**config.mk**
```make
export PLATFORM = sky130hd
export DESIGN_NAME = fll_ctrl
export DESIGN_NICKNAME = d
export VERILOG_FILES = /design/src/rtl/fll_pkg.sv /design/src/rtl/fll_sync_edge.sv /design/src/rtl/fll_loop.sv /design/src/rtl/fll_modulator.sv /design/src/rtl/fll_divider.sv /design/src/rtl/fll_ctrl.sv
export SDC_FILE = /design/constraint.sdc
export NUM_CORES = 1
export LEC_CHECK = 0
export BUFFER_PORTS_ARGS = -buffer_cell sky130_fd_sc_hd__buf_2
export CAP_MARGIN = 10
export CELL_PAD_IN_SITES_DETAIL_PLACEMENT = 1
export CELL_PAD_IN_SITES_GLOBAL_PLACEMENT = 1
export CORE_MARGIN = 1.5
export CORE_UTILIZATION = 44
export CTS_BUF_LIST = sky130_fd_sc_hd__clkbuf_16
export CTS_CLUSTER_DIAMETER = 80
export DETAILED_ROUTE_END_ITERATION = 8
export PLACE_DENSITY_LB_ADDON = 0.1
export SETUP_SLACK_MARGIN = 0.3
export SYNTH_ARGS = -nofsm -noshare
export SYNTH_HDL_FRONTEND = slang
export SYNTH_SLANG_ARGS = --single-unit
```
**constraint.sdc**
```tcl
create_clock -name clk -period 6.5 [get_ports clk]
set_input_delay 1.3 -clock clk [delete_from_list [all_inputs] [get_ports clk]]
set_output_delay 1.3 -clock clk [all_outputs]
set_load 0.02 [all_outputs]
```
**src/rtl/fll_pkg.sv**
```systemverilog
// Shared types for the frequency-locked loop controller.
// Assumes: nothing beyond the standard.
package fll_pkg;

    // Outcome of one period measurement against the target count
    typedef enum logic [1:0] {
        CMP_MATCH = 2'd0,
        CMP_SLOW  = 2'd1,
        CMP_FAST  = 2'd2
    } fll_cmp_e;

endpackage

```
**src/rtl/fll_sync_edge.sv**
```systemverilog
// Two-flop synchronizer followed by rising-edge detection.
// Assumes: async_in stays high for at least two clk cycles per pulse.
module fll_sync_edge (
    input  logic clk,
    input  logic rst_n,
    input  logic async_in,
    output logic rise
);
    logic [2:0] shreg;

    // shift the asynchronous input through two sync stages plus a history stage
    always_ff @(posedge clk) begin
        if (!rst_n) shreg <= '0;
        else        shreg <= {shreg[1:0], async_in};
    end

    assign rise = shreg[1] & ~shreg[2];
endmodule

```
**src/rtl/fll_loop.sv**
```systemverilog
// Period measurement and control-word update. Counts clk cycles between
// synchronized reference edges, compares with N*2^D, steps the word by one.
// Assumes: ref_rise is a single-cycle pulse in the clk domain.
module fll_loop #(
    parameter int WORD_W = 10,
    parameter int N_W    = 10,
    parameter int D_W    = 3,
    parameter int CNT_W  = 18
) (
    input  logic              clk,
    input  logic              rst_n,
    input  logic              loop_en,
    input  logic              ref_rise,
    input  logic [N_W-1:0]    mult_n,
    input  logic [D_W-1:0]    div_exp,
    output logic [WORD_W-1:0] ctrl_word,
    output logic              word_at_limit
);
    import fll_pkg::*;

    localparam logic [WORD_W-1:0] WORD_MAX = '1;
    localparam logic [WORD_W-1:0] WORD_MID = WORD_W'(1) << (WORD_W - 1);
    localparam logic [CNT_W-1:0]  CNT_MAX  = '1;

    logic [CNT_W-1:0] cyc_cnt;
    logic [CNT_W:0]   measured;
    logic [CNT_W:0]   target;
    logic             meas_valid;
    fll_cmp_e         verdict;

    assign measured = (CNT_W+1)'(cyc_cnt) + (CNT_W+1)'(1);
    assign target   = (CNT_W+1)'(mult_n) << div_exp;

    // classify the finished period against the target
    always_comb begin
        if (measured < target)      verdict = CMP_SLOW;
        else if (measured > target) verdict = CMP_FAST;
        else                        verdict = CMP_MATCH;
    end

    // count cycles since the last reference edge, saturating
    always_ff @(posedge clk) begin
        if (!rst_n)                 cyc_cnt <= '0;
        else if (ref_rise)          cyc_cnt <= '0;
        else if (cyc_cnt != CNT_MAX) cyc_cnt <= cyc_cnt + CNT_W'(1);
    end

    // a measurement is valid only after an edge seen while enabled
    always_ff @(posedge clk) begin
        if (!rst_n || !loop_en) meas_valid <= 1'b0;
        else if (ref_rise)      meas_valid <= 1'b1;
    end

    // step the control word towards lock, saturating at both ends
    always_ff @(posedge clk) begin
        if (!rst_n) begin
            ctrl_word <= WORD_MID;
        end else if (loop_en && ref_rise && meas_valid) begin
            case (verdict)
                CMP_SLOW: if (ctrl_word != WORD_MAX) ctrl_word <= ctrl_word + WORD_W'(1);
                CMP_FAST: if (ctrl_word != '0)       ctrl_word <= ctrl_word - WORD_W'(1);
                default:  ctrl_word <= ctrl_word;
            endcase
        end
    end

    assign word_at_limit = (ctrl_word == '0) || (ctrl_word == WORD_MAX);
endmodule

```
**src/rtl/fll_modulator.sv**
```systemverilog
// Fractional tap dither: over each 2^FRAC_W frame it picks tap+1 for
// 'frac' cycles, spread by comparing frac with the bit-reversed phase.
// Assumes: the top tap cannot go higher and is clamped.
module fll_modulator #(
    parameter int TAP_W  = 5,
    parameter int FRAC_W = 5
) (
    input  logic              clk,
    input  logic              rst_n,
    input  logic [TAP_W-1:0]  tap,
    input  logic [FRAC_W-1:0] frac,
    output logic [TAP_W-1:0]  tap_sel
);
    localparam logic [TAP_W-1:0] TAP_MAX = '1;
    localparam logic [TAP_W-1:0] TAP_MID = TAP_W'(1) << (TAP_W - 1);

    logic [FRAC_W-1:0] phase;
    logic [FRAC_W-1:0] phase_rev;
    logic              go_up;

    for (genvar gi = 0; gi < FRAC_W; gi++) begin : g_rev
        assign phase_rev[gi] = phase[FRAC_W-1-gi];
    end

    assign go_up = (phase_rev < frac);

    // free-running frame phase
    always_ff @(posedge clk) begin
        if (!rst_n) phase <= '0;
        else        phase <= phase + FRAC_W'(1);
    end

    // register the dithered tap, clamped at the top tap
    always_ff @(posedge clk) begin
        if (!rst_n)                       tap_sel <= TAP_MID;
        else if (go_up && tap != TAP_MAX) tap_sel <= tap + TAP_W'(1);
        else                              tap_sel <= tap;
    end
endmodule

```
**src/rtl/fll_divider.sv**
```systemverilog
// Divided clock enable: one tick every 2^div_exp cycles.
// Assumes: div_exp may change at any time; the tick realigns freely.
module fll_divider #(
    parameter int D_W = 3
) (
    input  logic           clk,
    input  logic           rst_n,
    input  logic [D_W-1:0] div_exp,
    output logic           div_tick
);
    localparam int CW = (1 << D_W) - 1;

    logic [CW-1:0] free_cnt;
    logic [CW-1:0] mask;

    assign mask = (CW'(1) << div_exp) - CW'(1);

    // free-running cycle counter
    always_ff @(posedge clk) begin
        if (!rst_n) free_cnt <= '0;
        else        free_cnt <= free_cnt + CW'(1);
    end

    // tick when the low D bits of the counter are all ones
    always_ff @(posedge clk) begin
        if (!rst_n) div_tick <= 1'b0;
        else        div_tick <= ((free_cnt & mask) == mask);
    end
endmodule

```
**src/rtl/fll_ctrl.sv**
```systemverilog
// Top of the frequency-locked loop controller: synchronizer, loop,
// modulator and divider on the oscillator clock.
// Assumes: clk is the oscillator output; ref_in is asynchronous and slow.
module fll_ctrl #(
    parameter int WORD_W  = 10,
    parameter int TAP_W   = 5,
    parameter int N_W     = 10,
    parameter int D_W     = 3,
    parameter int RANGE_W = 3,
    parameter int CNT_W   = 18
) (
    input  logic               clk,
    input  logic               rst_n,
    input  logic               ref_in,
    input  logic               loop_en,
    input  logic [N_W-1:0]     mult_n,
    input  logic [D_W-1:0]     div_exp,
    input  logic [RANGE_W-1:0] range_in,
    output logic [RANGE_W-1:0] range_out,
    output logic [WORD_W-1:0]  ctrl_word,
    output logic [TAP_W-1:0]   tap_sel,
    output logic               word_at_limit,
    output logic               div_tick
);
    localparam int FRAC_W = WORD_W - TAP_W;

    logic ref_rise;

    fll_sync_edge u_sync (
        .clk      (clk),
        .rst_n    (rst_n),
        .async_in (ref_in),
        .rise     (ref_rise)
    );

    fll_loop #(
        .WORD_W (WORD_W),
        .N_W    (N_W),
        .D_W    (D_W),
        .CNT_W  (CNT_W)
    ) u_loop (
        .clk           (clk),
        .rst_n         (rst_n),
        .loop_en       (loop_en),
        .ref_rise      (ref_rise),
        .mult_n        (mult_n),
        .div_exp       (div_exp),
        .ctrl_word     (ctrl_word),
        .word_at_limit (word_at_limit)
    );

    fll_modulator #(
        .TAP_W  (TAP_W),
        .FRAC_W (FRAC_W)
    ) u_mod (
        .clk     (clk),
        .rst_n   (rst_n),
        .tap     (ctrl_word[WORD_W-1:FRAC_W]),
        .frac    (ctrl_word[FRAC_W-1:0]),
        .tap_sel (tap_sel)
    );

    fll_divider #(
        .D_W (D_W)
    ) u_div (
        .clk      (clk),
        .rst_n    (rst_n),
        .div_exp  (div_exp),
        .div_tick (div_tick)
    );

    assign range_out = range_in;
endmodule

```
# After elaboration in Yosys (flattened, before gate mapping)

Cells that the tools add are included.

Flip-flop bits (word level): 50
Input port bits: 20
Output and inout port bits: 20
Logic and storage cells: 52

$add $sub $neg: 8
Magnitude comparators: 3
Equality and inequality tests: 9
Shift-type cells: 2
Muxes and demuxes: 6
Bitwise gates (word level): 4
Reductions and logical operators: 12

Operators with widths:

| cell                  | number |
|---|---|
| $mux 10               | 2 |
| $pmux 10 s2           | 1 |
| $add 18x1->19 const B | 1 |
| $gt 19x19->1          | 1 |
| $lt 19x19->1          | 1 |
| $shl 10x3->19         | 1 |
| $add 18x1->18 const B | 1 |
| $ne 18x18->1 const B  | 1 |
| $add 10x1->10 const B | 1 |
| $add 5x1->5 const B   | 2 |
| $eq 10x10->1 const B  | 1 |
| $logic_not 10->1      | 1 |
| $ne 10x10->1 const B  | 1 |
| $reduce_bool 10->1    | 1 |
| $sub 10x1->10 const B | 1 |
| $add 7x1->7 const B   | 1 |
| $and 7x7->7           | 1 |
| $eq 7x7->1            | 1 |
| $shl 1x3->7 const A   | 1 |
| $sub 7x2->7 const B   | 1 |
| $lt 5x5->1            | 1 |
| $mux 5                | 1 |
| $ne 5x5->1 const B    | 1 |
| $mux 2                | 2 |
| other kinds (11)      | 17 |

# Longest topological paths before layout

Word-level depth: 7
Mapped depth: 23
Depth with buffers taken out: 23

# Hierarchy

From an unflattened synthesis, not the netlist that was laid out.

Cells, all modules: 430
Area, all modules: 3,604.7 um^2

By module, submodules not included:

| module        | instances | cells an instance | area each (um^2) | seq. area each (um^2) |
|---|---|---|---|---|
| fll_loop      | 1         | 330               | 2,617.5          | 580.6 |
| fll_modulator | 1         | 54                | 528.0            | 200.2 |
| fll_divider   | 1         | 36                | 344.1            | 160.2 |
| fll_sync_edge | 1         | 7                 | 92.6             | 60.1 |
| fll_ctrl      | 1         | 3                 | 22.5             | 0.0 |

# Least setup slack after synthesis

OpenSTA, ideal clock, no wires.

Kind: input to register
Start: in div_exp[1]
End: reg u_loop.ctrl_word[9]
Library setup time: 0.146 ns
Arrival: 5.053 ns
Data required time: 6.354 ns
Slack: 1.301 ns
Cell stages on the path: 20
Cell sequence: clkbuf_1 > clkbuf_1 > mux2i_1 > mux2i_1 > mux2i_1 > ha_1 > a211oi_1 > o21bai_1 > a21oi_1 > nand3_1 > a21oi_2 > inv_2 > ha_1 > a21oi_1 > o211ai_1 > o41ai_1 > o21a_1 > nand3_1 > mux2i_1 > a311oi_1

Cells in the longest elaborated chain, start to end: 7

Ends and longest elaborated chain:

| item                                                             | line           | text |
|---|---|---|
| from (decl)                                                      | fll_ctrl.sv:17 | `input logic [D_W-1:0] div_exp,` |
| $shl 10x3->19 *                                                  | fll_loop.sv:32 | `assign target = (CNT_W+1)'(mult_n) << div_exp;` |
| $gt 19x19->1                                                     | fll_loop.sv:37 | `else if (measured > target) verdict = CMP_FAST;` |
| $mux 2                                                           | fll_loop.sv:37 |  |
| $mux 2 *                                                         | fll_loop.sv:36 | `if (measured < target) verdict = CMP_SLOW;` |
| $eq 2x2->1 / $eq 2x1->1 (equally long branches)                  | fll_loop.sv:59 | `case (verdict)` |
| $ne 2x1->1 (no line) / $reduce_bool 2->1 (equally long branches) | -              |  |
| $reduce_and 4->1 (no line)                                       | -              |  |
| to (signal assigned)                                             | fll_loop.sv:60 | `CMP_SLOW: if (ctrl_word != WORD_MAX) ctrl_word <= ctrl_word + WORD_W'(1);` |
| to (signal assigned)                                             | fll_loop.sv:61 | `CMP_FAST: if (ctrl_word != '0) ctrl_word <= ctrl_word - WORD_W'(1);` |
| to (signal assigned)                                             | fll_loop.sv:62 | `default: ctrl_word <= ctrl_word;` |
| to (decl)                                                        | fll_loop.sv:16 | `output logic [WORD_W-1:0] ctrl_word,` |

Mark *: on every way between the ends. The rest lies on a longest branch, timed or not.
A chain may end at the register's enable or synchronous reset.

# Worst setup path in the final report

Start: reg u_loop.cyc_cnt[0]
End: reg u_loop.ctrl_word[9]

Cells in the longest elaborated chain, start to end: 7

Ends and longest elaborated chain:

| item                                                             | line           | text |
|---|---|---|
| from (decl)                                                      | fll_loop.sv:25 | `logic [CNT_W-1:0] cyc_cnt;` |
| from (signal assigned)                                           | fll_loop.sv:45 | `else if (cyc_cnt != CNT_MAX) cyc_cnt <= cyc_cnt + CNT_W'(1);` |
| $add 18x1->19 *                                                  | fll_loop.sv:31 | `assign measured = (CNT_W+1)'(cyc_cnt) + (CNT_W+1)'(1);` |
| named net u_loop.measured[16]                                    | fll_loop.sv:26 | `logic [CNT_W:0] measured;` |
| $gt 19x19->1                                                     | fll_loop.sv:37 |  |
| $mux 2                                                           | fll_loop.sv:37 |  |
| $mux 2 *                                                         | fll_loop.sv:36 |  |
| $eq 2x2->1 / $eq 2x1->1 (equally long branches)                  | fll_loop.sv:59 |  |
| $ne 2x1->1 (no line) / $reduce_bool 2->1 (equally long branches) | -              |  |
| $reduce_and 4->1 (no line)                                       | -              |  |

The timed path passes the listed nets; every way through them passes the cells marked *.

==> reports/metrics.csv <==
stage;metric;value;unit
synth;Post-synth EDFFs;0;
clock_tree;clk_lat worst skew;0.30;ns
synth;Ys Warns;0;
clock_tree;Clock Tree Buf Depth;2;
die;row count;32;
worst_setup_path;register-to-register setup slack;1.05;ns
routing;Met3 Routed Length;250;um
routing;DR pass1 iterations;4;
die;DIE HEIGHT;91.6;um
routing;Post-DRT Antenna Nets;0;
timing;final worst path period share;83.9;%
synth;Mapped Nets;463;
timing;post-route minimum period;5.45;ns
worst_setup_path;Arr. time, crit path;5.60;ns
worst_setup_path;WS Path Type;flop to flop;
finish;antenna cell count;0;
synth;Main synth FF type;dfxtp_1;
global_routing;first-pass GRT wire length;14.1;mm
routing;Avg WL per Cell;15.4;um
die;Die X;91.6;um
clock_tree;clock root buffer;clkbuf_16;
status;status;finished clean;
clock_tree;Clock transition at path regs;0.07;ns
clock_tree;Num CTS Buffers;5;
timing;Peak Freq;183;MHz
clock_tree;Post-CTS Setup Bufs;0;
synth;sequential area share after synthesis;29.0;%
worst_setup_path;crit end category;flop;
timing;Setup Skew;0.00551;ns
global_routing;largest net degree at the start of global routing;45;
timing;Slew Limit Headroom;51.1;%
worst_setup_path;worst-path fanout max;9;
die;initial core utilization;45.2;%
finish;Area growth syn-to-layout;10.5;%
finish;most common cell after layout, fill and taps aside;dfxtp_1;
finish;layout cells sized above 1;12.5;%
timing;Setup-failing EPs final;0;
global_routing;Tot GR Track Use;21.0;%
worst_setup_path;Critical Path Start Type;flop;
global_routing;vias in the first global route;2956;
worst_setup_path;CP bufs+invs;2;
timing;Setup TNS Final;0;ns
clock_tree;CTS H-tree depth;2;
routing;met2 wire length;3.71;mm
routing;DRC Markers;0;
global_routing;grt total ovfl;0;
timing;setup repair after global routing missed its margin;no;
synth;synthesized cell area;0.00346;mm2
power;power per cell area;176;mW/mm2
clock_tree;# clock sinks;50;
synth;Synth cell types;47;
die;Ports;40;
global_routing;initial antenna violation count;0;
finish;most frequent cells in the layout;50 x dfxtp_1, 36 x nand2_1, 34 x ha_1, 33 x buf_2, 32 x mux2i_1;
finish;fillers;923;
worst_setup_path;most used cell, CP;nand3_1;
routing;WL met1;4.16;mm
finish;final core utilization;50.0;%
die;DIE AREA;0.00840;mm2
hold_path;Worst Hold Class;flop to flop;
die;core box area;0.00765;mm2
power;worst vdd ir;0.0000942;V
synth;Mapped Cells;408;
placed_design;GPL Wtd Cong;0.792;
routing;Routed Wire Length;8.24;mm
routing;DR iter-0 viols;50;
worst_setup_path;CP peak stage delay;0.49;ns
worst_setup_path;Required @ worst endpoint;6.65;ns
placed_design;input/output buffers;33;
timing;Worst-Margin Slew;0.734;ns
worst_setup_path;slowest CP cell;o41ai_1;
synth;#FFs+latches synth;50;
clock_tree;post-cts sizing count;0;
timing;Max Slew Vio Count;0;
synth;Post-synth ARST share;0;%
placed_design;hpwl dp;6.32;mm
clock_tree;CTS tree;built;
synth;average cell area after synthesis;8.47;um2
routing;via count;2907;
timing;Fin. Hold Viols;0;
worst_setup_path;worst-path cell chain;ha_1 -> nand3_1 -> nor2_1 -> nand3_1 -> nor3_2 -> and3_1 -> xnor2_1 -> inv_1 -> ha_1 -> nand2_1 -> nor4_1 -> o31ai_1 -> nand3_1 -> a21oi_2 -> inv_2 -> ha_1 -> a21oi_1 -> o211ai_1 -> o41ai_1 -> o21a_1 -> nand3_1 -> mux2i_1 -> a311oi_1;
finish;Nets;486;
job;Max Cap Violations;0;
routing;routed vias/inst;5.44;
power;leakage dissipation;0.00182;uW
clock_tree;hold buffers post-CTS;0;
routing;highest metal used;met4;
worst_setup_path;Worst path top cell family by delay;simple AND/OR/NAND/NOR gates;
## layout make-up
class / instances / area [um2] / share of cell area, %
multi-input cells: 313 / 2270 / 59.4
clock buffers: 5 / 125 / 3.28
clock inverters: 3 / 28.8 / 0.753
repair buffers: 33 / 165 / 4.32
inverters: 28 / 105 / 2.75
flip-flops and latches: 50 / 1000 / 26.2
well taps: 102 / 128 / 3.34
## per-layer routing
layer  track usage [%]  vias up
li1                  -     1474
met1              28.3     1386
met2              34.0       36
met3              3.73       11
met4              6.38        0
met5                 0        -
## logic make-up after synthesis
family	synth area share, %
flip-flops	29.0
XOR/XNOR	7.60
multiplexers	10.7
AND/OR/NAND/NOR	22.8
buffers and inverters	5.43
AO/OA/AOI/OAI	11.7
adder cells (fa/ha/maj)	12.9
## Yosys cell counts (4+ instances only)
master | number | area [um2]
a21oi_1 | 23 | 115
and2_1 | 16 | 100
clkbuf_1 | 13 | 48.8
dfxtp_1 | 50 | 1000
ha_1 | 34 | 425
inv_1 | 27 | 101
mux2i_1 | 32 | 320
nand2_1 | 36 | 135
nand2b_1 | 6 | 37.5
nand3_1 | 24 | 120
nand4_1 | 7 | 43.8
nor2_1 | 24 | 90.1
nor2b_1 | 10 | 62.6
nor3_1 | 5 | 25.0
o21ai_0 | 15 | 75.1
or3_1 | 4 | 25.0
xnor2_1 | 19 | 166
xor2_1 | 11 | 96.3
## state kept, by name, summed over array words and instances, names as in the netlist
| name | flops |
|---|---|
| u_sync.shreg | 3 |
| u_mod.tap_sel | 5 |
| u_div.div_tick | 1 |
| u_div.free_cnt | 7 |
| u_loop.ctrl_word | 10 |
| u_mod.phase | 5 |
| u_loop.cyc_cnt | 18 |
| u_loop.meas_valid | 1 |
## metrics by stage
step / power, uW / hold WS (ns) / worst slack, ns / cells / instance area (um2)
floorplan: 385 / 0.412 / 1.30 / 408 / 3460
global placement: 401 / 0.419 / 1.10 / 526 / 3670
detailed placement: 405 / 0.421 / 0.931 / 526 / 3670
CTS: 681 / 0.441 / 1.06 / 534 / 3820
global route: 709 / 0.446 / 0.556 / 534 / 3820
finish: 674 / 0.435 / 1.05 / 534 / 3820
## power by group
part / leakage, uW / internal [uW] / switching [uW]
clock network: 0.0000759 / 147 / 130
logic: 0.00133 / 32.9 / 45.8
registers: 0.000405 / 312 / 6.16
## worst paths after layout
path	startpoint	endpoint	depth (start not counted)
min reg2reg	u_sync.shreg[0]$_SDFF_PN0_	u_sync.shreg[1]$_SDFF_PN0_	1
max reg2reg	u_loop.cyc_cnt[0]$_SDFFE_PP0P_	u_loop.ctrl_word[9]$_SDFFE_PN1P_	23
max	u_loop.cyc_cnt[0]$_SDFFE_PP0P_	u_loop.ctrl_word[9]$_SDFFE_PN1P_	23
min	u_sync.shreg[0]$_SDFF_PN0_	u_sync.shreg[1]$_SDFF_PN0_	1
No activity file was read; power rests on OpenSTA's default activity.
